--- src/rtl/vliw_issue_pkg.sv ---
package vliw_issue_pkg;
  localparam int GRP_W = 2;
  localparam int CLS_W = 4;
  localparam logic [GRP_W-1:0] GRP_INT = 2'd0;
  localparam logic [GRP_W-1:0] GRP_FM  = 2'd1;
  localparam logic [GRP_W-1:0] GRP_BR  = 2'd2;
  localparam logic [GRP_W-1:0] GRP_CTL = 2'd3;
  localparam logic [CLS_W-1:0] CLS_LOAD   = 4'd3;
  localparam logic [CLS_W-1:0] CLS_STORE  = 4'd4;
  localparam logic [CLS_W-1:0] CLS_JMPL   = 4'd6;
  localparam logic [CLS_W-1:0] CLS_BRANCH = 4'd7;
  localparam logic [CLS_W-1:0] CLS_CALL   = 4'd8;
endpackage

--- src/rtl/vliw_pkt_order.sv ---
module vliw_pkt_order
  import vliw_issue_pkg::*;
#(
  parameter int NSLOT = 8,
  parameter int NINT  = 2,
  parameter int NFM   = 2,
  parameter int NBR   = 2,
  parameter int UW    = 1,
  parameter int SW    = 3,
  parameter int NPOS  = 6
) (
  input  logic                        pkt_ok,
  input  logic [NSLOT-1:0]            vld,
  input  logic [NSLOT-1:0][GRP_W-1:0] grp,
  input  logic [NSLOT-1:0][UW-1:0]    unit,
  output logic [NPOS-1:0]             ord_vld,
  output logic [NPOS-1:0][SW-1:0]     ord_slot
);
  localparam int MAXIF = (NINT > NFM) ? NINT : NFM;

  // Position code: group * 256 + unit index.
  function automatic int pos_code(input int p);
    int q = 0;
    for (int k = 0; k < MAXIF; k++) begin
      if (k < NINT) begin
        if (q == p) return k;
        q++;
      end
      if (k < NFM) begin
        if (q == p) return 256 + k;
        q++;
      end
    end
    for (int k = 0; k < NBR; k++) begin
      if (q == p) return 512 + k;
      q++;
    end
    return 0;
  endfunction

  for (genvar p = 0; p < NPOS; p++) begin : g_pos
    localparam int PC = pos_code(p);
    localparam logic [GRP_W-1:0] PG = GRP_W'(PC / 256);
    localparam logic [UW-1:0]    PU = UW'(PC % 256);
    always_comb begin
      ord_vld[p]  = 1'b0;
      ord_slot[p] = '0;
      for (int s = 0; s < NSLOT; s++) begin
        if (pkt_ok && vld[s] &&
            ((grp[s] == PG && unit[s] == PU) || (p == 0 && grp[s] == GRP_CTL))) begin
          ord_vld[p]  = 1'b1;
          ord_slot[p] = SW'(s);
        end
      end
    end
  end
endmodule

--- config.mk ---
export PLATFORM = sky130hd
export DESIGN_NAME = vliw_pkt_order
export DESIGN_NICKNAME = d
export VERILOG_FILES = /design/src/rtl/vliw_issue_pkg.sv /design/src/rtl/vliw_pkt_order.sv
export SDC_FILE = /design/constraint.sdc
export NUM_CORES = 1
export LEC_CHECK = 0
export ABC_CLOCK_PERIOD_IN_PS = 2800
export BUFFER_PORTS_ARGS = -buffer_cell sky130_fd_sc_hd__buf_2
export CAP_MARGIN = 20
export CORE_MARGIN = 10
export CORE_UTILIZATION = 46
export DETAILED_ROUTE_END_ITERATION = 10
export MAX_ROUTING_LAYER = met4
export PLACE_DENSITY = 0.93
export SYNTH_ARGS = -nofsm -noshare
export SYNTH_HDL_FRONTEND = slang
export SYNTH_SLANG_ARGS = --single-unit
--- constraint.sdc ---
create_clock -name vclk -period 2.8
set_input_delay 0.56 -clock vclk [all_inputs]
set_output_delay 0.56 -clock vclk [all_outputs]
set_load 0.1 [all_outputs]
Word-level counts from Yosys, hierarchy flattened
Cells that the tools add are included.
{ "classes": {"muxes": 90, "n_bitwise": 8, "eq_ne": 24, "n_reduce_logical": 120} }
{ "ops": {"columns": ["operator", "n"], "rows": [
  ["$logic_and 1x1->1", 104],
  ["$mux 3", 26],
  ["$mux 1", 54],
  ["$eq 2x2->1 const B", 16],
  ["$mux 2", 10],
  ["$eq 2x1->1 const B", 8],
  ["$logic_not 2->1", 8],
  ["$logic_or 1x1->1", 8],
  ["$not 1->1", 8]
]} }
{ "totals": {"out_inout_bits": 24, "elab_cells": 242, "in_bits": 33, "register_bits": 0} }

Depth between registers and ports, before layout
Gate-level depths: netlist of the first run.
{ "depth": {"word_depth": 12, "depth_mapped": 6, "ltp_nobuf": 4} }

Worst setup path after synthesis of the first run
No wires, ideal clock.
{ "synth_timing": {"kind": "input to output", "from": "input pkt_ok", "to": "output ord_slot[10] (netlist name)", "setup_slack_ns": -2.407, "arrival_time_ns": 4.647, "cell_stages": 5, "required_time_ns": 2.240, "n_path_buf": 2, "cell_sequence": "buf_6 -> and3_1 -> clkbuf_1 -> a31oi_1 -> o311ai_0"} }
{ "synth_rtl": {"columns": ["item", "line", "text"], "rows": [
  ["start, declared", "vliw_pkt_order.sv:12", "input logic pkt_ok,"],
  ["end, declared", "vliw_pkt_order.sv:17", "output logic [NPOS-1:0][SW-1:0] ord_slot"]
]} }

Final worst setup path of the first run
{ "layout_timing": {"from": "input pkt_ok", "to": "output ord_vld[5]"} }
{ "layout_via": {"elab_chain_cells": 10, "word_cells_on_any_way": 24, "cone_classes": "mux: 8; reduce/logical: 16"} }
{ "layout_rtl": {"columns": ["item", "line", "text"], "rows": [
  ["$logic_and 1x1->1 (2 in a row)", "vliw_pkt_order.sv:49", "if (pkt_ok && vld[s] &&"],
  ["$mux 1 (7 in a row)", "vliw_pkt_order.sv:49", null],
  ["$mux 1 (*)", "vliw_pkt_order.sv:49", null],
  ["end, declared", "vliw_pkt_order.sv:16", "output logic [NPOS-1:0] ord_vld,"]
]} }
Every way passes the cells marked *; elsewhere a longest branch is shown, timed or not.

==> results_tabular.tex, run 1 <==
\begin{tabular}{lr}
\hline
Metric & Value \\
\hline
\multicolumn{2}{l}{\textbf{Final layout}} \\
\quad Footprint of the multi-input gates & 0.001039 sq mm \\
\quad Commonest cells after routing, fill and taps aside & sky130\_fd\_sc\_hd\_\_buf\_2 (33), sky130\_fd\_sc\_hd\_\_nor2\_1 (23), sky130\_fd\_sc\_hd\_\_buf\_12 (22) \\
\quad Count of antenna diodes in the layout & 0 \\
\quad Post-layout util & 96.09\% \\
\quad Clock buffers & 0 \\
\quad Layout-stage area growth over the synthesis result & 101.1\% \\
\quad Sequential cell count & 0 \\
\quad Most common library cell in the layout ignoring fill and taps & sky130\_fd\_sc\_hd\_\_buf\_2 \\
\quad Fin nets & 265 \\
\quad FF/Latch Area & 0 sq um \\
\quad Final standard cell area without fillers & 0.001847 sq mm \\
\quad Fillers & 45 \\
\quad Share of post-route cells with drive strength above 1 & 44.78\% \\
\multicolumn{2}{l}{\textbf{Floorplanning}} \\
\quad Initial Utilization & 47.79\% \\
\quad Die boundary width & 64.68 microns \\
\quad Cell row count & 16 \\
\quad Core Box Area & 0.001922 sq mm \\
\quad Number of placed I/O pins & 57 \\
\quad Die area & 0.004184 sq mm \\
\quad Die height & 64.68 microns \\
\multicolumn{2}{l}{\textbf{Drt}} \\
\quad Routed length per instance & 23.16 microns \\
\quad Wire length reported by the detailed router & 5952 microns \\
\quad Router iterations before antenna repair & 5 \\
\quad Antenna Violating Nets Remaining & 0 \\
\quad Number of design rule violations left after detail routing & 0 \\
\quad Vias per std cell & 7.043 \\
\quad Via count & 1810 \\
\quad Number of DRC markers in iteration 0 & 309 \\
\multicolumn{2}{l}{\textbf{Pwr}} \\
\quad Pwr/cell area & 279.0 mW/mm\^{}2 \\
\quad Pwr Total & 0.5153 mW \\
\quad Maximum ir drop on the vdd rail & 0.0002795 V \\
\quad Leakage power of the design & 0.7867 nW \\
\multicolumn{2}{l}{\textbf{Critical path}} \\
\quad Maximum fanout along the worst path & 11 \\
\quad Critical path capture point type & output port \\
\quad Worst setup path category & input port to output port \\
\quad Critical path arrival & 2.22 ns \\
\quad Sort of element at the start of the critical path & input port \\
\quad Slowest cell on the critical path & sky130\_fd\_sc\_hd\_\_or4\_4 \\
\quad CP top delay family & simple AND/OR/NAND/NOR gates \\
\quad Count of buffering cells on the critical path with inverters included & 3 \\
\quad Largest stage delay on the critical path & 0.45 ns \\
\quad List of cells traversed by the critical path & buf\_2 > buf\_4 > nand3\_1 > nor2\_1 > or4\_4 > a2111o\_2 > buf\_6 \\
\quad Data required time at the worst endpoint & 2.24 ns \\
\multicolumn{2}{l}{\textbf{Logic synthesis}} \\
\quad Number of instances in the synthesized netlist & 158 \\
\quad Synthesized area per cell & 5.813 sq um \\
\quad Netlist area before placement & 918.4 sq um \\
\quad Fraction of the yosys area taken by sequential cells & 0\% \\
\quad Nets in the synthesized netlist & 191 \\
\quad Synth cell types & 44 \\
\quad Yosys warns & 0 \\
\multicolumn{2}{l}{\textbf{Timing}} \\
\quad Fmax & 360.0 MHz \\
\quad Final hold violations & 0 \\
\quad Final Critical Period & 2.778 ns \\
\quad Total count of max-transition violations in the final report & 0 \\
\quad Relative slew slack & 63.26\% \\
\quad Transition time at the pin with the least slew margin & 0.5461 ns \\
\quad Post-layout worst setup margin & 0.02234 ns \\
\quad Final clock period utilization by the worst path & 99.20\% \\
\quad Setup Viol. Count Final & 0 \\
\multicolumn{2}{l}{\textbf{Global route}} \\
\quad First-pass GRT wire length & 9163 microns \\
\quad Maximum number of pins on one net before global-route repair & 12 \\
\quad GRT overflow & 0 \\
\quad Overall track demand over capacity in global routing & 27.18\% \\
\quad Initial antenna violation count & 0 \\
\quad Vias in the first global route & 1842 \\
\multicolumn{2}{l}{\textbf{Flow run}} \\
\quad Max capacitance violation total & 0 \\
\multicolumn{2}{l}{\textbf{Min path}} \\
\quad Kind of path behind the tightest hold check & input port to output port \\
\multicolumn{2}{l}{\textbf{Placement}} \\
\quad Last weighted congestion value of the routability-driven placer & 1.058 \\
\quad Pre-CTS WS & -0.01293 ns \\
\quad Placed instance area & 0.001829 sq mm \\
\quad Hpwl dp & 4989 microns \\
\quad Port bufs & 57 \\
\multicolumn{2}{l}{\textbf{Outcome}} \\
\quad Outcome & complete, no violations \\
\multicolumn{2}{l}{\textbf{Clock tree}} \\
\quad Post-CTS Setup Inserts & 0 \\
\hline
\end{tabular}
cell families (layout without fill, tap and decap cells):
| family | count (synthesis) | after routing | share of synthesized area [%] |
|---|---|---|---|
| compound gates | 38 | 38 | 28.75 |
| buf+inv | 6 | 78 | 3.405 |
| simple gates | 114 | 114 | 67.85 |
Yosys cell counts (2+ instances only):
cell | count | area share [%]
sky130_fd_sc_hd__o22ai_1 | 2 | 1.4
sky130_fd_sc_hd__nor3_1 | 17 | 9.3
sky130_fd_sc_hd__a21o_1 | 2 | 1.6
sky130_fd_sc_hd__a31oi_1 | 2 | 1.4
sky130_fd_sc_hd__o32ai_1 | 2 | 1.9
sky130_fd_sc_hd__a21oi_1 | 13 | 7.1
sky130_fd_sc_hd__nand4b_1 | 3 | 2.9
sky130_fd_sc_hd__nand2_1 | 17 | 6.9
sky130_fd_sc_hd__or2_2 | 2 | 1.4
sky130_fd_sc_hd__nand3_1 | 8 | 4.4
sky130_fd_sc_hd__or3_2 | 2 | 1.6
sky130_fd_sc_hd__nand2_2 | 2 | 1.4
sky130_fd_sc_hd__nand2b_1 | 10 | 6.8
sky130_fd_sc_hd__nand4_1 | 4 | 2.7
sky130_fd_sc_hd__a211oi_1 | 2 | 1.6
sky130_fd_sc_hd__or3_1 | 9 | 6.1
sky130_fd_sc_hd__o31ai_1 | 7 | 5.7
sky130_fd_sc_hd__nor2b_1 | 3 | 2.0
sky130_fd_sc_hd__inv_1 | 3 | 1.2
sky130_fd_sc_hd__nand3b_1 | 2 | 1.6
sky130_fd_sc_hd__nor2_1 | 23 | 9.4
where the power goes:
| group | leakage (nW) | internal (mW) | switching [mW] |
|---|---|---|---|
| Clock | 0 | 0 | 0 |
| Sequential | 0 | 0 | 0 |
| Combinational | 0.787 | 0.176 | 0.340 |
| Total | 0.787 | 0.176 | 0.340 |
stage by stage:
step | hold WS, ns | TNS (ns) | std cells
after floorplan | 1.529 | -0.3662 | 158
after global placement | 1.646 | 0 | 257
after detailed placement | 1.704 | -0.02291 | 257
after CTS | 1.710 | 0 | 257
after global routing | 1.729 | -0.005344 | 257
final | 1.711 | 0 | 257
final timing paths:
kind / start / to / cells after the start
worst max-delay path: pkt_ok / ord_vld[5] / 7
worst min-delay path: unit[6] / ord_slot[13] / 4
worst min-delay path: stages:
cell	delay, ns
sky130_fd_sc_hd__buf_2	0.13
sky130_fd_sc_hd__or3_4	0.15
sky130_fd_sc_hd__nand3b_1	0.12
sky130_fd_sc_hd__buf_12	0.19
area by class of cell:
cell class	instances	area share, %
timing repair buffer	75	41.33
tap	27	1.829
multi-input combinational	152	56.23
inverter	3	0.6098
layer usage:
metal  up-vias  share of wire (%)  GRT usage (%)  wire [microns]
li1        755                  -              -               -
met1       783                 31          26.76            1835
met2       203                 49          48.03            2899
met3        69                 11          5.842             680
met4         0                9.0          16.31             537
met5         -                  0              -               0
repair_timing:
item | in CTS | in global routing
gates cloned | 0 | 0
endpoints found under the hold margin | 0 | 0
hold buffers | 0 | 0
gates resized for setup | 2 | 3
endpoints found under the setup margin | 2 | 3
Note: power is estimated with default switching activity, not from simulation.
==> inputs of run 2 (changes only) <==
--- a/config.mk
+++ b/config.mk
@@ -13,6 +13,7 @@
 export DETAILED_ROUTE_END_ITERATION = 10
 export MAX_ROUTING_LAYER = met4
 export PLACE_DENSITY = 0.93
+export RECOVER_POWER = 25
 export SYNTH_ARGS = -nofsm -noshare
 export SYNTH_HDL_FRONTEND = slang
 export SYNTH_SLANG_ARGS = --single-unit
==> results_tabular.tex, run 2 (synthesis results as in run 1) <==
\begin{tabular}{lr}
\hline
Metric & Value \\
\hline
\multicolumn{2}{l}{\textbf{Drt}} \\
\quad Number of design rule violations left after detail routing & 0 \\
\quad Antenna Violating Nets Remaining & 0 \\
\quad Number of DRC markers in iteration 0 & 287 \\
\quad Vias per std cell & 7.132 \\
\quad Via count & 1833 \\
\quad Routed length per instance & 23.39 microns \\
\quad Router iterations before antenna repair & 7 \\
\quad Wire length reported by the detailed router & 6010 microns \\
\multicolumn{2}{l}{\textbf{Global route}} \\
\quad Vias in the first global route & 1842 \\
\quad Maximum number of pins on one net before global-route repair & 12 \\
\quad Overall track demand over capacity in global routing & 27.18\% \\
\quad First-pass GRT wire length & 9163 microns \\
\quad Initial antenna violation count & 0 \\
\quad GRT overflow & 0 \\
\multicolumn{2}{l}{\textbf{Timing}} \\
\quad Final clock period utilization by the worst path & 98.92\% \\
\quad Fin Setup TNS & 0 ns \\
\quad Post-layout worst setup margin & 0.03033 ns \\
\quad Relative slew slack & 62.93\% \\
\quad Setup Viol. Count Final & 0 \\
\quad Final Critical Period & 2.770 ns \\
\quad Fmax & 361.1 MHz \\
\quad Final hold violations & 0 \\
\quad Transition time at the pin with the least slew margin & 0.5509 ns \\
\quad Total count of max-transition violations in the final report & 0 \\
\multicolumn{2}{l}{\textbf{Placement}} \\
\quad Port bufs & 57 \\
\quad Placed Cells incl. Taps & 257 \\
\quad Placed instance area & 0.001829 sq mm \\
\quad Hpwl dp & 4989 microns \\
\quad Last weighted congestion value of the routability-driven placer & 1.058 \\
\quad Pre-CTS WS & -0.01293 ns \\
\multicolumn{2}{l}{\textbf{Critical path}} \\
\quad Largest stage delay on the critical path & 0.45 ns \\
\quad List of cells traversed by the critical path & buf\_2 > buf\_4 > nand3\_1 > nor2\_1 > or4\_4 > a2111o\_2 > buf\_6 \\
\quad Critical path capture point type & output port \\
\quad Data required time at the worst endpoint & 2.24 ns \\
\quad Slowest cell on the critical path & sky130\_fd\_sc\_hd\_\_or4\_4 \\
\quad Critical path arrival & 2.21 ns \\
\quad Maximum fanout along the worst path & 11 \\
\quad Sort of element at the start of the critical path & input port \\
\quad Worst setup path category & input port to output port \\
\multicolumn{2}{l}{\textbf{Floorplanning}} \\
\quad Core Box Area & 0.001922 sq mm \\
\quad Die boundary width & 64.68 microns \\
\quad Cell row count & 16 \\
\quad Die height & 64.68 microns \\
\quad Number of placed I/O pins & 57 \\
\quad Die area & 0.004184 sq mm \\
\quad Initial Utilization & 47.79\% \\
\multicolumn{2}{l}{\textbf{Final layout}} \\
\quad Share of post-route cells with drive strength above 1 & 44.78\% \\
\quad Commonest cells after routing, fill and taps aside & sky130\_fd\_sc\_hd\_\_buf\_2 (33), sky130\_fd\_sc\_hd\_\_nor2\_1 (23), sky130\_fd\_sc\_hd\_\_buf\_12 (20) \\
\quad Count of antenna diodes in the layout & 0 \\
\quad Most common library cell in the layout ignoring fill and taps & sky130\_fd\_sc\_hd\_\_buf\_2 \\
\quad Fillers & 49 \\
\quad Fin nets & 265 \\
\quad Layout-stage area growth over the synthesis result & 98.37\% \\
\quad Clock buffers & 0 \\
\quad FF/Latch Area & 0 sq um \\
\quad Finished Layout Cells & 257 \\
\quad Sequential cell count & 0 \\
\quad Final standard cell area without fillers & 0.001822 sq mm \\
\multicolumn{2}{l}{\textbf{Pwr}} \\
\quad Pwr/cell area & 279.1 mW/mm\^{}2 \\
\quad Pwr Total & 0.5084 mW \\
\quad Leakage power of the design & 0.7792 nW \\
\quad Maximum ir drop on the vdd rail & 0.0002798 V \\
\multicolumn{2}{l}{\textbf{Min path}} \\
\quad Kind of path behind the tightest hold check & input port to output port \\
\multicolumn{2}{l}{\textbf{Clock tree}} \\
\quad Post-CTS Setup Inserts & 0 \\
\multicolumn{2}{l}{\textbf{Flow run}} \\
\quad Max capacitance violation total & 0 \\
\multicolumn{2}{l}{\textbf{Outcome}} \\
\quad Outcome & complete, no violations \\
\hline
\end{tabular}
## run 2: cell count changes in the layout (fill, tap and decap cells not counted), sizes merged
cell	before	now
clkbuf	0	2
buf	75	73
## run 2: worst max-delay path: cells and delay by family
family | cells | cell delay [ns]
simple gates | 3 | 0.71
buf+inv | 3 | 0.56
compound gates | 1 | 0.37
## run 2: layout make-up
| class | instances | area, sq um | area share, % |
|---|---|---|---|
| multi-input combinational | 152 | 1039 | 57.01 |
| timing repair buffer | 75 | 738.2 | 40.52 |
| tap | 27 | 33.78 | 1.854 |
| inverter | 3 | 11.26 | 0.6181 |
## run 2: where the power goes
| part | total, mW | switching (mW) | internal [mW] | leakage [nW] |
|---|---|---|---|---|
| Clock | 0 | 0 | 0 | 0 |
| Combinational | 0.508 | 0.339 | 0.170 | 0.779 |
| Sequential | 0 | 0 | 0 | 0 |
| Total | 0.508 | 0.339 | 0.170 | 0.779 |
## run 2: worst paths after layout
| kind | from | endpoint | slack (ns) | depth (start not counted) |
|---|---|---|---|---|
| max | pkt_ok | ord_vld[5] | 0.03 | 7 |
| min | unit[6] | ord_slot[13] | 1.71 | 4 |
## run 2: per-layer routing
metal / global-route usage, % / up-vias / share of wire, %
li1: - / 755 / -
met1: 26.76 / 794 / 32
met2: 48.03 / 207 / 49
met3: 5.842 / 77 / 11
met4: 16.31 / 0 / 8.5
met5: - / - / 0
## run 2: what timing repair did
item,4_1_cts,5_1_grt
endpoints found under the setup margin,2,3
hold buffers,0,0
gates resized for setup,2,3
## run 2: stage by stage
step           hold slack (ns)  util (%)
6_report                 1.710     94.79
5_1_grt                  1.729     94.79
4_1_cts                  1.710     95.44
3_5_place_dp             1.704     95.18
3_3_place_gp             1.646     95.18
2_1_floorplan            1.529         -
==> inputs of run 3 (changes only) <==
--- a/config.mk
+++ b/config.mk
@@ -11,6 +11,7 @@
 export CORE_MARGIN = 10
 export CORE_UTILIZATION = 46
 export DETAILED_ROUTE_END_ITERATION = 10
+export GPL_TIMING_DRIVEN = 0
 export MAX_ROUTING_LAYER = met4
 export PLACE_DENSITY = 0.93
 export RECOVER_POWER = 25
==> results_tabular.tex, run 3 (synthesis results as in run 1) <==
\begin{tabular}{lr}
\hline
Metric & Value \\
\hline
\multicolumn{2}{l}{\textbf{Final layout}} \\
\quad Share of post-route cells with drive strength above 1 & 41.59\% \\
\quad Sequential cell count & 0 \\
\quad Fin nets & 249 \\
\quad Layout-stage area growth over the synthesis result & 54.36\% \\
\quad Count of antenna diodes in the layout & 0 \\
\quad Clock buffers & 0 \\
\quad FF/Latch Area & 0 sq um \\
\quad Commonest cells after routing, fill and taps aside & sky130\_fd\_sc\_hd\_\_buf\_2 (47), sky130\_fd\_sc\_hd\_\_nor2\_1 (23), sky130\_fd\_sc\_hd\_\_nand2\_1 (15), sky130\_fd\_sc\_hd\_\_nor3\_1 (15), sky130\_fd\_sc\_hd\_\_a21oi\_1 (12) \\
\quad Most common library cell in the layout ignoring fill and taps & sky130\_fd\_sc\_hd\_\_buf\_2 \\
\multicolumn{2}{l}{\textbf{Floorplanning}} \\
\quad Cell row count & 16 \\
\quad Die boundary width & 64.68 microns \\
\quad Number of placed I/O pins & 57 \\
\quad Core Box Area & 0.001922 sq mm \\
\quad Die height & 64.68 microns \\
\quad Initial Utilization & 47.79\% \\
\quad Die area & 0.004184 sq mm \\
\multicolumn{2}{l}{\textbf{Critical path}} \\
\quad Maximum fanout along the worst path & 5 \\
\quad Worst setup path category & input port to output port \\
\quad Data required time at the worst endpoint & 2.24 ns \\
\quad Critical path capture point type & output port \\
\quad Critical path arrival & 2.22 ns \\
\quad Sort of element at the start of the critical path & input port \\
\multicolumn{2}{l}{\textbf{Placement}} \\
\quad Last weighted congestion value of the routability-driven placer & 0.9669 \\
\quad Hpwl dp & 3419 microns \\
\quad Port bufs & 56 \\
\quad Pre-CTS WS & -0.1108 ns \\
\multicolumn{2}{l}{\textbf{Global route}} \\
\quad Vias in the first global route & 1384 \\
\quad First-pass GRT wire length & 6154 microns \\
\quad Overall track demand over capacity in global routing & 17.31\% \\
\quad Initial antenna violation count & 0 \\
\quad Maximum number of pins on one net before global-route repair & 11 \\
\quad GRT overflow & 0 \\
\multicolumn{2}{l}{\textbf{Timing}} \\
\quad RSZ-0062 raised after global routing & false \\
\quad Final hold violations & 0 \\
\quad Post-layout worst setup margin & 0.01867 ns \\
\quad Final clock period utilization by the worst path & 99.33\% \\
\quad Total count of max-transition violations in the final report & 0 \\
\quad Final worst hold slack & 1.698 ns \\
\quad Fmax & 359.5 MHz \\
\quad Setup Viol. Count Final & 0 \\
\quad Final Critical Period & 2.781 ns \\
\quad Transition time at the pin with the least slew margin & 0.6208 ns \\
\quad Relative slew slack & 58.30\% \\
\multicolumn{2}{l}{\textbf{Drt}} \\
\quad Via count & 1463 \\
\quad Antenna Violating Nets Remaining & 0 \\
\quad Wire length reported by the detailed router & 3958 microns \\
\quad Routed length per instance & 16.42 microns \\
\quad Number of DRC markers in iteration 0 & 74 \\
\quad Router iterations before antenna repair & 4 \\
\quad Vias per std cell & 6.071 \\
\quad Number of design rule violations left after detail routing & 0 \\
\multicolumn{2}{l}{\textbf{Outcome}} \\
\quad Outcome & complete, no violations \\
\multicolumn{2}{l}{\textbf{Pwr}} \\
\quad Leakage power of the design & 0.6265 nW \\
\quad Maximum ir drop on the vdd rail & 0.0001839 V \\
\quad Pwr Total & 0.3976 mW \\
\quad Pwr/cell area & 280.5 mW/mm\^{}2 \\
\multicolumn{2}{l}{\textbf{Clock tree}} \\
\quad Post-CTS Setup Inserts & 0 \\
\multicolumn{2}{l}{\textbf{Min path}} \\
\quad Kind of path behind the tightest hold check & input port to output port \\
\multicolumn{2}{l}{\textbf{Flow run}} \\
\quad Max capacitance violation total & 0 \\
\hline
\end{tabular}
==> run 3: cell count changes in the layout (fill, tap and decap cells not counted), moves of 4 or more <==
| cell | before | now |
|---|---|---|
| sky130_fd_sc_hd__buf_12 | 20 | 0 |
| sky130_fd_sc_hd__clkbuf_2 | 0 | 4 |
| sky130_fd_sc_hd__buf_2 | 33 | 47 |
| sky130_fd_sc_hd__buf_4 | 18 | 4 |
==> run 3: where the power goes <==
group          internal (mW)  total (mW)  switching, mW
Clock                      0           0              0
Sequential                 0           0              0
Combinational         0.0930       0.398          0.305
==> run 3: critical path, stage by stage <==
cell,delay (ns)
sky130_fd_sc_hd__buf_2,0.13
sky130_fd_sc_hd__or2b_2,0.17
sky130_fd_sc_hd__nor3_1,0.05
sky130_fd_sc_hd__or4b_4,0.55
sky130_fd_sc_hd__or4b_4,0.50
sky130_fd_sc_hd__buf_4,0.25
==> run 3: per-layer routing <==
metal,track usage [%],part of all wire (%),wire length [microns]
met1,20.50,42,1678
met2,30.79,51,2006
met3,2.405,5.9,234
met4,2.406,0.96,38
met5,-,0,0
==> run 3: timing repair <==
action	CTS	global route
gates resized for setup	4	5
endpoints found under the setup margin	4	6
hold buffers	0	0
endpoints found under the hold margin	0	0
pin swaps	0	0
==> run 3: metrics by stage <==
stage               instances  util, %  area (sq um)  TNS (ns)
detailed placement        241    72.27          1389   -0.1676
floorplan                 158        -          1075   -0.3662
global route              241    73.76          1418         0
CTS                       241    72.79          1399         0
global placement          241    72.27          1389  -0.06525
finish                    241    73.76          1418         0
==> run 3: final timing paths <==
| kind | start | end | slack, ns | cells after the start |
|---|---|---|---|---|
| worst max-delay path | grp[9] | ord_vld[4] | 0.02 | 6 |
| worst min-delay path | vld[7] | ord_slot[0] | 1.70 | 4 |
==> run 3: cell type report <==
| class | instances | area [sq um] |
|---|---|---|
| Buffer | 3 | 30.03 |
| Fill cell | 165 | 504.2 |
| Inverter | 3 | 11.26 |
| Multi-Input combinational cell | 152 | 1050 |
| Tap cell | 27 | 33.78 |
| Timing Repair Buffer | 56 | 292.8 |
